File: src/rtl/phyirq_pkg.sv
package phyirq_pkg;
  localparam int NUM_EVT   = 6;
  localparam int DATA_W    = 16;
  localparam int ADDR_W    = 2;
  localparam int MASK_LSB  = 9;
  localparam int PEND_BIT  = 15;
  localparam int QUICK_BIT = 7;
  localparam int EN_BIT    = 1;
  localparam int TEST_BIT  = 0;

  typedef enum logic [ADDR_W-1:0] {
    ADDR_CTRL  = 2'd0,
    ADDR_STAT  = 2'd1,
    ADDR_QUICK = 2'd2,
    ADDR_NONE  = 2'd3
  } addr_e;
endpackage

File: src/rtl/phyirq_edge.sv
module phyirq_edge #(
  parameter int N = 6
) (
  input  logic         clk,
  input  logic         rst_n,
  input  logic [N-1:0] lvl_i,
  output logic [N-1:0] rise_o
);
  logic [N-1:0] lvl_q;

  for (genvar i = 0; i < N; i++) begin : g_bit
    always_ff @(posedge clk or negedge rst_n) begin
      if (!rst_n) lvl_q[i] <= 1'b0;
      else        lvl_q[i] <= lvl_i[i];
    end
    assign rise_o[i] = lvl_i[i] & ~lvl_q[i];

    // a rising edge lasts one cycle only
    a_r7_single_rise: assert property (@(posedge clk) disable iff (!rst_n)
      rise_o[i] |=> !rise_o[i]);
  end
endmodule

File: src/rtl/phyirq_regs.sv
module phyirq_regs
  import phyirq_pkg::*;
(
  input  logic              clk,
  input  logic              rst_n,
  input  logic [ADDR_W-1:0] addr_i,
  input  logic              wr_i,
  input  logic [DATA_W-1:0] wdata_i,
  input  logic              pend_i,
  output logic              en_o,
  output logic              test_o,
  output logic [NUM_EVT-1:0] mask_o,
  output logic [DATA_W-1:0] rdata_o
);
  logic              en_q, test_q;
  logic [NUM_EVT-1:0] mask_q;
  logic [DATA_W-1:0] ctrl_v, stat_v, quick_v;

  always_ff @(posedge clk or negedge rst_n) begin
    if (!rst_n) begin
      en_q   <= 1'b0;
      test_q <= 1'b0;
      mask_q <= '0;
    end else if (wr_i) begin
      if (addr_i == ADDR_CTRL) begin
        en_q   <= wdata_i[EN_BIT];
        test_q <= wdata_i[TEST_BIT];
      end else if (addr_i == ADDR_STAT) begin
        mask_q <= wdata_i[MASK_LSB +: NUM_EVT];
      end
    end
  end

  always_comb begin
    ctrl_v  = '0;
    ctrl_v[EN_BIT]   = en_q;
    ctrl_v[TEST_BIT] = test_q;
    stat_v  = '0;
    stat_v[MASK_LSB +: NUM_EVT] = mask_q;
    stat_v[PEND_BIT] = pend_i;
    quick_v = '0;
    quick_v[QUICK_BIT] = pend_i;
    case (addr_i)
      ADDR_CTRL:  rdata_o = ctrl_v;
      ADDR_STAT:  rdata_o = stat_v;
      ADDR_QUICK: rdata_o = quick_v;
      default:    rdata_o = '0;
    endcase
  end

  assign en_o   = en_q;
  assign test_o = test_q;
  assign mask_o = mask_q;

  a_r3_mask_hold: assert property (@(posedge clk) disable iff (!rst_n)
    !(wr_i && addr_i == ADDR_STAT) |=> $stable(mask_q));
  a_r2_ctrl_hold: assert property (@(posedge clk) disable iff (!rst_n)
    !(wr_i && addr_i == ADDR_CTRL) |=> ($stable(en_q) && $stable(test_q)));
endmodule

File: src/rtl/phyirq_pend.sv
module phyirq_pend
  import phyirq_pkg::*;
(
  input  logic               clk,
  input  logic               rst_n,
  input  logic [NUM_EVT-1:0] rise_i,
  input  logic [NUM_EVT-1:0] mask_i,
  input  logic               en_i,
  input  logic               test_i,
  input  logic               rd_i,
  input  logic [ADDR_W-1:0]  addr_i,
  output logic               pend_o
);
  logic pend_q, evt_hit, test_hit, clr;

  assign evt_hit  = en_i & |(rise_i & ~mask_i);
  assign test_hit = rd_i & test_i;
  assign clr      = rd_i & (addr_i == ADDR_STAT);

  always_ff @(posedge clk or negedge rst_n) begin
    if (!rst_n)                   pend_q <= 1'b0;
    else if (evt_hit || test_hit) pend_q <= 1'b1;
    else if (clr)                 pend_q <= 1'b0;
  end

  assign pend_o = pend_q;

  a_r10_set_wins: assert property (@(posedge clk) disable iff (!rst_n)
    (rd_i && addr_i == ADDR_STAT && en_i && |(rise_i & ~mask_i)) |=> pend_q);
  a_r9_clear_on_read: assert property (@(posedge clk) disable iff (!rst_n)
    (rd_i && addr_i == ADDR_STAT && !test_i && !(en_i && |(rise_i & ~mask_i)))
      |=> !pend_q);
  a_r6_no_spurious: assert property (@(posedge clk) disable iff (!rst_n)
    (!pend_q && !en_i && !(rd_i && test_i)) |=> !pend_q);
  a_r11_test_read: assert property (@(posedge clk) disable iff (!rst_n)
    (rd_i && test_i) |=> pend_q);
endmodule

File: src/rtl/phyirq_agg.sv
module phyirq_agg
  import phyirq_pkg::*;
(
  input  logic               clk,
  input  logic               rst_n,
  input  logic [NUM_EVT-1:0] evt_i,
  input  logic [ADDR_W-1:0]  mgmt_addr,
  input  logic               mgmt_rd,
  input  logic               mgmt_wr,
  input  logic [DATA_W-1:0]  mgmt_wdata,
  output logic [DATA_W-1:0]  mgmt_rdata,
  output logic               irq_o
);
  logic [NUM_EVT-1:0] rise, mask;
  logic en, test, pend;

  phyirq_edge #(.N(NUM_EVT)) u_edge (
    .clk(clk), .rst_n(rst_n), .lvl_i(evt_i), .rise_o(rise));

  phyirq_regs u_regs (
    .clk(clk), .rst_n(rst_n), .addr_i(mgmt_addr), .wr_i(mgmt_wr),
    .wdata_i(mgmt_wdata), .pend_i(pend), .en_o(en), .test_o(test),
    .mask_o(mask), .rdata_o(mgmt_rdata));

  phyirq_pend u_pend (
    .clk(clk), .rst_n(rst_n), .rise_i(rise), .mask_i(mask), .en_i(en),
    .test_i(test), .rd_i(mgmt_rd), .addr_i(mgmt_addr), .pend_o(pend));

  assign irq_o = pend;

  // a fully masked event set never creates a new interrupt
  a_r5_all_masked: assert property (@(posedge clk) disable iff (!rst_n)
    (!irq_o && (&mask) && !(mgmt_rd && test)) |=> !irq_o);
endmodule

File: config.mk
export PLATFORM = sky130hd
export DESIGN_NAME = phyirq_agg
export DESIGN_NICKNAME = d
export VERILOG_FILES = /design/src/rtl/phyirq_pkg.sv /design/src/rtl/phyirq_edge.sv /design/src/rtl/phyirq_regs.sv /design/src/rtl/phyirq_pend.sv /design/src/rtl/phyirq_agg.sv
export SDC_FILE = /design/constraint.sdc
export NUM_CORES = 1
export LEC_CHECK = 0
export ABC_AREA = 0
export BUFFER_PORTS_ARGS = -buffer_cell sky130_fd_sc_hd__buf_2
export CAP_MARGIN = 20
export CORE_MARGIN = 2
export CORE_UTILIZATION = 44
export DETAILED_ROUTE_END_ITERATION = 12
export PLACE_DENSITY = 0.91
export SYNTH_ARGS = -nofsm -noshare
export SYNTH_HDL_FRONTEND = slang
export SYNTH_SLANG_ARGS = --single-unit
export TNS_END_PERCENT = 100
File: constraint.sdc
create_clock -name clk -period 2.05 [get_ports clk]
set_clock_uncertainty 0.15 [all_clocks]
set_input_delay 0 -clock clk [delete_from_list [all_inputs] [get_ports clk]]
set_output_delay 0 -clock clk [all_outputs]
set_load 0.02 [all_outputs]
Word level (Yosys, flattened, before mapping)
Cells that the tools add are included.
Word-level totals
  register bits after elaboration: 15
  output and inout bits: 17
  logic and storage cells: 39
  input bits: 28
Operators by class
  bitwise logic cells: 18
  equal/unequal tests: 2
  reductions and logical operators: 6
  mux-type cells: 3
Operator list (count)
  16-bit case mux with 3 select lines: 1
  1-bit bitwise AND: 9
  1-bit NOT: 7
  6-bit bitwise AND: 1
  6-bit NOT: 1
  6-bit OR reduction: 1
  3-bit AND reduction: 1
  2-bit by 1-bit equality test with 1-bit output, second input constant: 1
  2-bit equality test, second input constant: 1
  2-bit logical NOT: 1
  1-bit 2-to-1 mux: 2
  2-bit AND reduction: 1
  2-bit nonzero test: 1
  1-bit logical OR: 1

Depth between registers and ports, before layout
  depth after elaboration: 7
  gate-level depth with buffers: 4
  depth with buffers taken out: 4

By module
From an unflattened synthesis, not the netlist that was laid out.
Second synthesis, totals
  cell total of the unflattened synthesis: 62
  area total of the unflattened synthesis: 774.5 µm²
By module, submodules not included
  phyirq_regs: area an instance 449.2 µm², cells each 36, seq. area each 200.2 µm², times used 1
  phyirq_edge: area an instance 232.7 µm², cells each 12, seq. area each 150.1 µm², times used 1
  phyirq_pend: area an instance 92.6 µm², cells each 14, seq. area each 25.0 µm², times used 1

Worst setup path before layout
Ideal clock, no wire load.
  path type: register to register
  from: reg u_regs.mask_q[0] (netlist: u_regs.mask_o[0])
  to: reg u_pend.pend_q (netlist: u_pend.pend_o)
  arrival time: 0.851 ns
  buffers on the path: 0
  setup time: 0.126 ns
  data required time: 1.774 ns
  stages on the path, launching flop included: 5
  period minus slack after synthesis: 1.127 ns
  slack: 0.923 ns
  cell sequence: dfrtp_1 nor2_1 a21oi_1 nand3_1 a221o_1
Between the ends
  longest elaborated chain between the ends: 6
  elaborated cells on any way between the ends: 7
  classes of those cells: mux (1); bitwise (3); reduce/logical (3)
Ends and longest elaborated chain
  start: declaration: RTL line phyirq_regs.sv:16  | logic [NUM_EVT-1:0] mask_q;
  start signal: assignment: RTL line phyirq_regs.sv:29  | mask_q <= wdata_i[MASK_LSB +: NUM_EVT];
  6-bit NOT (*): RTL line phyirq_pend.sv:16  | assign evt_hit = en_i & |(rise_i & ~mask_i);
  6-bit bitwise AND (*): RTL line phyirq_pend.sv:16
  6-bit OR reduction (*): RTL line phyirq_pend.sv:16
  1-bit bitwise AND (*): RTL line phyirq_pend.sv:16
  1-bit logical OR (*): RTL line phyirq_pend.sv:22  | else if (evt_hit || test_hit) pend_q <= 1'b1;
  1-bit 2-to-1 mux / 2-bit nonzero test (equally long branches)
  end signal: assignment: RTL line phyirq_pend.sv:21  | if (!rst_n) pend_q <= 1'b0;
  end signal: assignment: RTL line phyirq_pend.sv:22
  end signal: assignment: RTL line phyirq_pend.sv:23  | else if (clr) pend_q <= 1'b0;
  end: declaration: RTL line phyirq_pend.sv:14  | logic pend_q, evt_hit, test_hit, clr;
Every way passes the cells marked *; elsewhere a longest branch is shown, timed or not.
A chain may end at the register's enable or synchronous reset.

Final worst setup path
  from: in mgmt_wr
  to: reg u_regs.test_q (netlist: u_regs.test_o)
Between the ends
  longest elaborated chain between the ends: 1
Ends and longest elaborated chain
  start: declaration: RTL line phyirq_agg.sv:9  | input logic mgmt_wr,
  2-bit AND reduction (no source line)
  end signal: assignment: RTL line phyirq_regs.sv:27  | test_q <= wdata_i[TEST_BIT];
  end: declaration: RTL line phyirq_regs.sv:15  | logic en_q, test_q;
Every way passes these cells.

==> out/metrics.csv <==
stage,metric,value,unit
run_status,status,finished clean,
timing,unrepaired setup endpoints after global routing,false,
power,Comb pwr share,0.275,
critical_path,CP max stage cell,dlygate4sd3_1,
place,PortBufs,30,
floorplanning,I/O pin count,45,
floorplanning,width of the die,44.5,µm
clock_tree,Post-CTS Setup Inserts,0,
critical_path,crit path max fanout,2,
detailed_routing,routed vias,580,
timing,Hold Fails Final Rpt,0,
yosys,Yosys Warn Count,0,
power,PwrDens,672,nW/µm²
yosys,Yosys cell types,17,
layout,share of layout cells above drive strength 1,0.468,
yosys,"top cells by area, synth","dfrtp_1, mux2_4, and2_2",
clock_tree,CTS tree,built,
critical_path,worst-case reg-to-reg path depth,2,
floorplanning,core area,1520,µm²
clock_tree,number of hold buffers added after CTS,19,
yosys,register area share after synthesis,0.521,
critical_path,Setup Crit Path Kind,in2reg,
yosys,share of Yosys cell area claimed by the top area cell type,0.521,
worst_hold_path,min-delay worst type,in2reg,
critical_path,CP required,2.08,ns
global_routing,initial antenna violation count,0,
critical_path,crit-path max cell delay,0.56,ns
timing,Final Max Tran Viols,0,
yosys,largest area contributor in the netlist,dfrtp_1,
detailed_routing,Via density,4.64,
global_routing,GRT Util Overall,0.190,
timing,Max Clk Rate,598,MHz
power,internal power,0.526,mW
global_routing,grt total ovfl,0,
clock_tree,CTS root buf,clkbuf_4,
floorplanning,Initial Util,0.473,
place,Post-DP HPWL,1.01,mm
power,Pwr Total,0.733,mW
timing,fin crit period,1.67,ns
clock_tree,Num CTS Buffers,3,
layout,area occupied by multi-input gates,319,µm²
yosys,Mapped Cells,56,
global_routing,vias in the first global route,605,
power,switching part of the total,0.282,
layout,FF+latch area,375,µm²
timing,Final Setup Violations,0,
layout,design area,1090,µm²
detailed_routing,post-DR wirelength/cell,12.8,µm
floorplanning,Die ar.,1980,µm²
global_routing,largest net degree at the start of global routing,16,
place,DP Worst Slack,0.823,ns
critical_path,reg2reg start,u_regs.test_o,
detailed_routing,post-route antenna net violation count,0,
yosys,Yosys reg bits,15,
place,Post-Place Cells,101,
clock_tree,"Reg clk slew, reported paths",0.09,ns
layout,Nets,138,
clock_tree,H-tree Lvls,1,
yosys,synthesized area per cell,12.9,µm²
timing,final worst setup slack,0.378,ns
layout,ANT cells,0,
worst_hold_path,WHS Path Cells,4,
power,clock share of power,0.234,
clock_tree,clock latency on the worst-skew pair,0.29,ns
yosys,synthesized cell area,721,µm²
timing,Slew Limit Headroom,0.576,
critical_path,Startpoint Class,input port,
critical_path,CP Capture Type,flip-flop,
place,dpl cell area,865,µm²
floorplanning,chip height,44.5,µm
layout,Synth-to-Final Area Change,51.4,%
worst_hold_path,min-delay src,mgmt_addr[1],
layout,Fill cells,92,
timing,setup TNS,0,ns
critical_path,FF-to-FF End,u_regs.test_o,
critical_path,Worst setup endpoint,u_regs.test_o,
clock_tree,CTS Sinks,15,
power,Seq pwr share,0.492,
detailed_routing,DR iter-0 viols,3,
power,Net Sw Power,0.207,mW
critical_path,Reg2Reg Setup Slack,0.56,ns
critical_path,crit path launch,mgmt_wr,
floorplanning,Core Rows,14,
timing,Tcrit/Tclk final,0.816,
detailed_routing,drt pass-1 iters,5,
power,maximum vdd drop,0.594,mV
global_routing,first-pass GRT wire length,2.59,mm
critical_path,most frequent CP cell,dlygate4sd3_1,
detailed_routing,drt drc,0,
place,gpl congestion,0.733,
clock_tree,CTS max path bufs,2,
critical_path,Critical Path AT,1.70,ns
power,P_leak,0.562,nW
critical_path,"Cell Chain, Critical Path","dlygate4sd3_1, buf_2, nand2_1, mux2_2, dlygate4sd3_1",
layout,fin cells,125,
timing,Worst-Margin Slew,0.634,ns
clock_tree,cts repair resizes,0,
run,Max-Cap Viols,0,
detailed_routing,final wirelength,1.60,mm
==> critical path, delay by kind of cell <==
| kind | cells | cell delay (ns) |
|---|---|---|
| buffers and inverters | 3 | 1.25 |
| multiplexers | 1 | 0.34 |
| AND/OR/NAND/NOR | 1 | 0.10 |
==> power by group through the flow <==
stage	Sequential, mW	Clock [mW]	Combinational [mW]
2_1_floorplan	0.362	0	0.116
3_3_place_gp	0.363	0	0.159
3_5_place_dp	0.366	0	0.162
4_1_cts	0.360	0.171	0.198
5_1_grt	0.367	0.192	0.218
6_report	0.360	0.171	0.202
==> worst min-delay path by stage <==
stage,to,slack [ns]
after global routing,u_regs.mask_o[4],0.1
after CTS,u_regs.mask_o[4],0.004
after floorplan,u_edge.lvl_q[0],-0.45
after global placement,u_regs.en_o,-0.24
final,u_regs.mask_o[4],0.08
after detailed placement,u_regs.mask_o[4],-0.24
==> metal layers <==
metal / routed length [µm] / track usage / vias to the layer above
li1: - / - / 280
met1: 596 / 0.208 / 271
met2: 877 / 0.333 / 25
met5: 0 / 0 / -
met3: 80 / 0.0286 / 4
met4: 50 / 0.127 / 0
==> synthesized netlist by cell type <==
cell	number
nor2b_4	1
and3b_2	1
nand2_1	1
nor2_1	4
mux2_4	6
buf_4	6
a21boi_0	1
nor3b_1	5
conb_1	1
and2_1	2
and2_2	7
a21oi_1	1
a221o_1	1
mux2_2	2
nand3_1	1
nand2_4	1
dfrtp_1	15
==> flip-flops by register name, indices dropped and copies added, names as in the netlist <==
signal,count
u_regs.en_o,1
u_regs.mask_o,6
u_edge.lvl_q,6
u_regs.test_o,1
u_pend.pend_o,1
==> layout make-up <==
cell class                 instances  share of cell area
timing repair buffer              50               0.321
clock buffer                       4              0.0241
tap                               16              0.0183
multi-input combinational         40               0.292
sequential                        15               0.344
==> cells in the final DEF (no fill, tap or decap), drive strengths merged <==
cell,n
and2,9
a21boi,1
nor2,4
mux2,8
nor2b,1
conb,6
nand2,2
clkbuf,4
a21oi,1
buf,30
nand3,1
dfrtp,15
nor3b,5
a221o,1
dlygate4sd3,20
and3b,1
==> logic make-up (layout without fill, tap and decap cells) <==
logic type             after synthesis  after routing  synth area share
buffers and inverters                6             54            0.0625
flip-flops                          15             15             0.521
multiplexers                         8              8             0.156
other                                1              6           0.00520
AO/OA/AOI/OAI                        3              3            0.0312
AND/OR/NAND/NOR                     23             23             0.224
==> metrics by stage <==
| stage | hold WS, ns | utilization |
|---|---|---|
| finish | 0.0754 | 0.716 |
| global route | 0.0955 | 0.716 |
| CTS | 0.00381 | 0.709 |
| detailed placement | -0.236 | 0.567 |
| global placement | -0.241 | 0.567 |
| floorplan | -0.446 | - |
(Power assumes the default switching activity.)
